===== src/rtl/lsc_pkg.sv =====
package lsc_pkg;

  typedef enum logic [1:0] {
    LS_ONE   = 2'b00,
    LS_TWO   = 2'b01,
    LS_FOUR  = 2'b10,
    LS_FOURX = 2'b11
  } lane_sel_e;

  // which lanes participate for a given lane count selection
  function automatic logic lane_active(input logic [1:0] sel, input int lane);
    case (lane_sel_e'(sel))
      LS_ONE:  return lane == 0;
      LS_TWO:  return lane < 2;
      default: return 1'b1;
    endcase
  endfunction

  // one shift-and-add step over GF(2): XOR in the shifted multiplicand when the bit is set
  function automatic logic [127:0] gf2_step(input logic [127:0] acc,
                                            input logic [127:0] a_sh,
                                            input logic         b_bit);
    return acc ^ (b_bit ? a_sh : 128'd0);
  endfunction

endpackage


===== src/rtl/lsc_ctrl.sv =====
module lsc_ctrl #(
  parameter int STEPS = 64
) (
  input  logic clk,
  input  logic rst_n,
  input  logic start,
  output logic accept,
  output logic step,
  output logic finish,
  output logic busy
);
  localparam int CW = $clog2(STEPS + 1);

  logic [CW-1:0] cnt;

  assign accept = start && !busy;
  assign step   = busy;
  assign finish = busy && (cnt == CW'(STEPS - 1));

  always_ff @(posedge clk) begin
    if (!rst_n) begin
      busy <= 1'b0;
      cnt  <= '0;
    end else if (accept) begin
      busy <= 1'b1;
      cnt  <= '0;
    end else if (step) begin
      cnt <= cnt + 1'b1;
      if (finish) busy <= 1'b0;
    end
  end
endmodule


===== src/rtl/lsc_lane.sv =====
module lsc_lane #(
  parameter int QW = 64
) (
  input  logic            clk,
  input  logic            rst_n,
  input  logic            load,
  input  logic            step,
  input  logic [QW-1:0]   a_in,
  input  logic [QW-1:0]   b_in,
  output logic [2*QW-1:0] prod_nx
);
  localparam int LW = 2 * QW;

  logic [LW-1:0] a_sh;
  logic [QW-1:0] b_sh;
  logic [LW-1:0] acc;

  assign prod_nx = lsc_pkg::gf2_step(acc, a_sh, b_sh[0]);

  always_ff @(posedge clk) begin
    if (!rst_n) begin
      a_sh <= '0;
      b_sh <= '0;
      acc  <= '0;
    end else if (load) begin
      a_sh <= {{QW{1'b0}}, a_in};
      b_sh <= b_in;
      acc  <= '0;
    end else if (step) begin
      acc  <= prod_nx;
      a_sh <= a_sh << 1;
      b_sh <= b_sh >> 1;
    end
  end
endmodule


===== src/rtl/lsel_clmul.sv =====
module lsel_clmul #(
  parameter int QW    = 64,
  parameter int NLANE = 4
) (
  input  logic                     clk,
  input  logic                     rst_n,
  input  logic                     start,
  input  logic [1:0]               lane_sel,
  input  logic [7:0]               imm,
  input  logic [NLANE*2*QW-1:0]    src_a,
  input  logic [NLANE*2*QW-1:0]    src_b,
  output logic                     busy,
  output logic                     valid,
  output logic [NLANE*2*QW-1:0]    result
);
  localparam int LW = 2 * QW;
  localparam int BW = NLANE * LW;

  logic          accept;
  logic          step;
  logic          finish;
  logic [BW-1:0] prod_all;

  lsc_ctrl #(.STEPS(QW)) u_ctrl (
    .clk(clk), .rst_n(rst_n), .start(start),
    .accept(accept), .step(step), .finish(finish), .busy(busy)
  );

  for (genvar g = 0; g < NLANE; g++) begin : g_lane
    logic          on;
    logic [QW-1:0] a_pick;
    logic [QW-1:0] b_pick;

    assign on     = lsc_pkg::lane_active(lane_sel, g);
    assign a_pick = on ? src_a[g*LW + (imm[0] ? QW : 0) +: QW] : '0;
    assign b_pick = on ? src_b[g*LW + (imm[4] ? QW : 0) +: QW] : '0;

    lsc_lane #(.QW(QW)) u_lane (
      .clk(clk), .rst_n(rst_n), .load(accept), .step(step),
      .a_in(a_pick), .b_in(b_pick), .prod_nx(prod_all[g*LW +: LW])
    );
  end

  always_ff @(posedge clk) begin
    if (!rst_n) begin
      valid  <= 1'b0;
      result <= '0;
    end else begin
      valid <= finish;
      if (finish) result <= prod_all;
    end
  end
endmodule


===== config.mk =====
export PLATFORM = sky130hd
export DESIGN_NAME = lsel_clmul
export DESIGN_NICKNAME = d
export VERILOG_FILES = /design/src/rtl/lsc_pkg.sv /design/src/rtl/lsc_ctrl.sv /design/src/rtl/lsc_lane.sv /design/src/rtl/lsel_clmul.sv
export SDC_FILE = /design/constraint.sdc
export NUM_CORES = 2
export LEC_CHECK = 0
export BUFFER_PORTS_ARGS = -buffer_cell sky130_fd_sc_hd__buf_4
export CAP_MARGIN = 10
export CORE_AREA = 2 2 607 609
export DETAILED_ROUTE_END_ITERATION = 12
export DIE_AREA = 0 0 609 611
export GPL_ROUTABILITY_DRIVEN = 0
export HOLD_SLACK_MARGIN = 0.02
export PLACE_DENSITY = 0.46
export SYNTH_ARGS = -nofsm -noshare
export SYNTH_HDL_FRONTEND = slang
export SYNTH_SLANG_ARGS = --single-unit

===== constraint.sdc =====
create_clock -name clk -period 1.6 [get_ports clk]
set_clock_uncertainty 0.15 [all_clocks]
set_input_delay 0.32 -clock clk [delete_from_list [all_inputs] [get_ports clk]]
set_output_delay 0.32 -clock clk [all_outputs]
set_load 0.02 [all_outputs]

==> metrics.csv <==
metric,value,unit
cts_sinks,1801,
synthesis.area,0.0835,mm²
antenna_left,0,
swShare,25.8,%
setup_viol,2315,
dpl_cell_area,0.105,mm²
seq_area,0.0369,mm²
first_global_vias,76400,
syn-num-nets,10100,
violations,negative setup slack,
min_period,2.15,ns
cp.arrival,1.68,ns
reg2reg_slack,-0.44,ns
dp_cells,15200,
synth_seq_area_share,43.2,%
worstSkewPairLatency,0.93,ns
vias,77700,
post-route-period-util,134,%
wire_per_inst,22.7,µm
grt_max_degree,142,
syn_to_final_growth,53.4,%
crit_fanout,2,
tritoncts,yes,
critPathTopFamily,buffers and inverters,
crit_path_start_kind,register,
final_cells,16800,
syn_avg_cell_area,9.25,µm²
ys_types,38,
antenna_found_initial,83,
hold_class,in -> reg,
postLayoutCellArea,0.128,mm²
slowest_stage,dfxtp_4,
cp_num_buf_inv,4,
cts_max_level,4,
max_stage_delay,0.35,ns
final_cell_mix,"1594 x buf_4, 1286 x dfxtp_1, 1027 x xor2_1",
viasPerCell,4.64,
path_clk_slew,0.06,ns
dpl.hpwl,277000,µm
multi_input_area,0.0439,mm²
die_height,611,µm
grt_pass1_wl,536000,µm
rows,222,
io_buffers,1544,
p_leak,48.0,nW
final-hold-violation-count,0,
post-place-ws,-0.561,ns
drive_gt1_share,31.3,%
slew_violations,0,
drcViolationCount,0,
p_int,0.0837,W
criticalPathCategory,reg -> out,
core,0.365,mm²
final_common_cell,buf_4,
p_seq_share,41.1,%
start_util,22.9,%
wirelength,381000,µm
yosysWarnings,0,
tightest_slew,0.880,ns
rsz0062_at_grt,yes,
overflow,0,
ir_worst_vdd,0.000775,V
cts_buffer_depth,4,
first_iter_violations,4638,
switchingPower,0.0290,W
die_w,609,µm
status,"complete, but fails checks",
track_usage,19.2,%
clock_power_share,45.9,%
fmax,466,MHz
root_buffer,clkbuf_16,
nNetsFinal,12800,
drv_cap,0,
cts_inserted_buffers,221,
synth-seq-cells,1801,
crit_chain,"buf_8, buf_12, buf_12, buf_8",
power-per-cell-area,880,mW/mm²
fillers,37400,
relSlewSlack,41.3,%
final_core_utilization,35.1,%
end_kind,primary output,
ios,1551,
p_comb_share,13.0,%
required,1.13,ns
layout_setup_ws,-0.548,ns
die_area,0.372,mm²
drt-pass1-iter-count,6,
syn_inst,9024,
==> area by class of cell <==
class / instances / area share (%)
Multi-Input combinational cell: 6299 / 34.3
Sequential cell: 1801 / 28.8
Timing Repair Buffer: 3394 / 26.3
Clock buffer: 321 / 5.04
Tap cell: 4816 / 4.70
Clock inverter: 68 / 0.717
Antenna cell: 62 / 0.121
Inverter: 1 / 0.00293
==> synthesized netlist by cell type, drive strengths merged <==
library cell	instances	area (µm²)
a211oi	128	961
nand3b	1	7.51
clkbuf	468	1760
nor2	903	3390
nor3b	378	2840
nand2b	2	12.5
and2	4	25.0
o2bb2ai	4	35.0
nor2b	252	1580
dfxtp	1801	36100
and4	1	8.76
buf	456	2460
inv	1	3.75
xor2	1027	8990
nand3	512	2560
o311ai	512	4480
and4b	1	10.0
o21ai	514	2570
xnor2	1	8.76
mux2	252	2840
nand2	519	1950
nand4	3	18.8
mux2i	517	5170
a31o	126	1100
a21boi	128	961
ha	1	12.5
and3b	2	17.5
or3	130	813
a21oi	128	641
a221oi	252	2210
==> power by group through the flow <==
stage	clock (W)	sequential [W]	combinational, W
4_1_cts	0.0533	0.0463	0.0141
2_1_floorplan	0	0.0470	0.00549
3_3_place_gp	0	0.0474	0.0112
5_1_grt	0.0549	0.0464	0.0156
3_5_place_dp	0	0.0474	0.0112
6_report	0.0517	0.0463	0.0147
==> registers in the layout (all words and copies together) (netlist names) <==
signal              cells
u_ctrl.busy             1
u_ctrl.cnt              7
valid                   1
result                512
g_lane.u_lane.acc     512
g_lane.u_lane.a_sh    512
g_lane.u_lane.b_sh    256
==> worst min-delay path, stage by stage <==
cell and delay (ns):
buf_4 0.09, mux2_2 0.16, a221oi_1 0.08, buf_4 0.14, nor2b_1 0.22
==> metrics by stage <==
stage | setup TNS, ns | hold slack [ns] | total power [W]
2_1_floorplan | -21.94 | 0.291 | 0.0525
3_3_place_gp | -454.08 | 0.318 | 0.0587
3_5_place_dp | -459.85 | 0.317 | 0.0586
4_1_cts | -925.52 | 0.0261 | 0.114
5_1_grt | -846.18 | 0.0384 | 0.117
6_report | -657.60 | 0.0753 | 0.113
==> timing repair <==
| action | 4_1_cts | 5_1_grt |
|---|---|---|
| hold endpoints to repair | 602 | 0 |
| resized for setup | 1182 | 212 |
| endpoints found under the setup margin | 2306 | 2315 |
| gates cloned | 14 | 29 |
| buffers inserted | 28 | 15 |
| pin swaps | 34 | 20 |
| hold buffers | 1019 | 0 |
==> layer usage <==
metal,up-vias,wire [µm],global-route usage [%]
met5,-,142,0
met4,22,14400,7.11
met3,524,18800,3.30
met2,1881,184000,32.5
met1,37700,164000,24.2
li1,37600,-,-
==> path summary, 6_finish.rpt <==
path	start	endpoint	cells after the start
setup reg to reg	u_ctrl.busy	g_lane[3].u_lane.a_sh[64]	9
hold / removal	src_b[262]	g_lane[2].u_lane.b_sh[6]	5
setup / recovery	u_ctrl.busy	busy	4
hold reg to reg	g_lane[1].u_lane.b_sh[63]	g_lane[1].u_lane.b_sh[63]	2
==> cells by family after synthesis <==
kind of cell | count (synthesis) | synth area share, %
AO/OA/AOI/OAI | 1792 | 15.5
XOR/XNOR | 1028 | 10.8
adder cells (fa/ha/maj) | 1 | 0.0150
buffers and inverters | 925 | 5.06
flip-flops | 1801 | 43.2
multiplexers | 769 | 9.60
AND/OR/NAND/NOR | 2708 | 15.8
No activity file was read; power rests on OpenSTA's default activity.
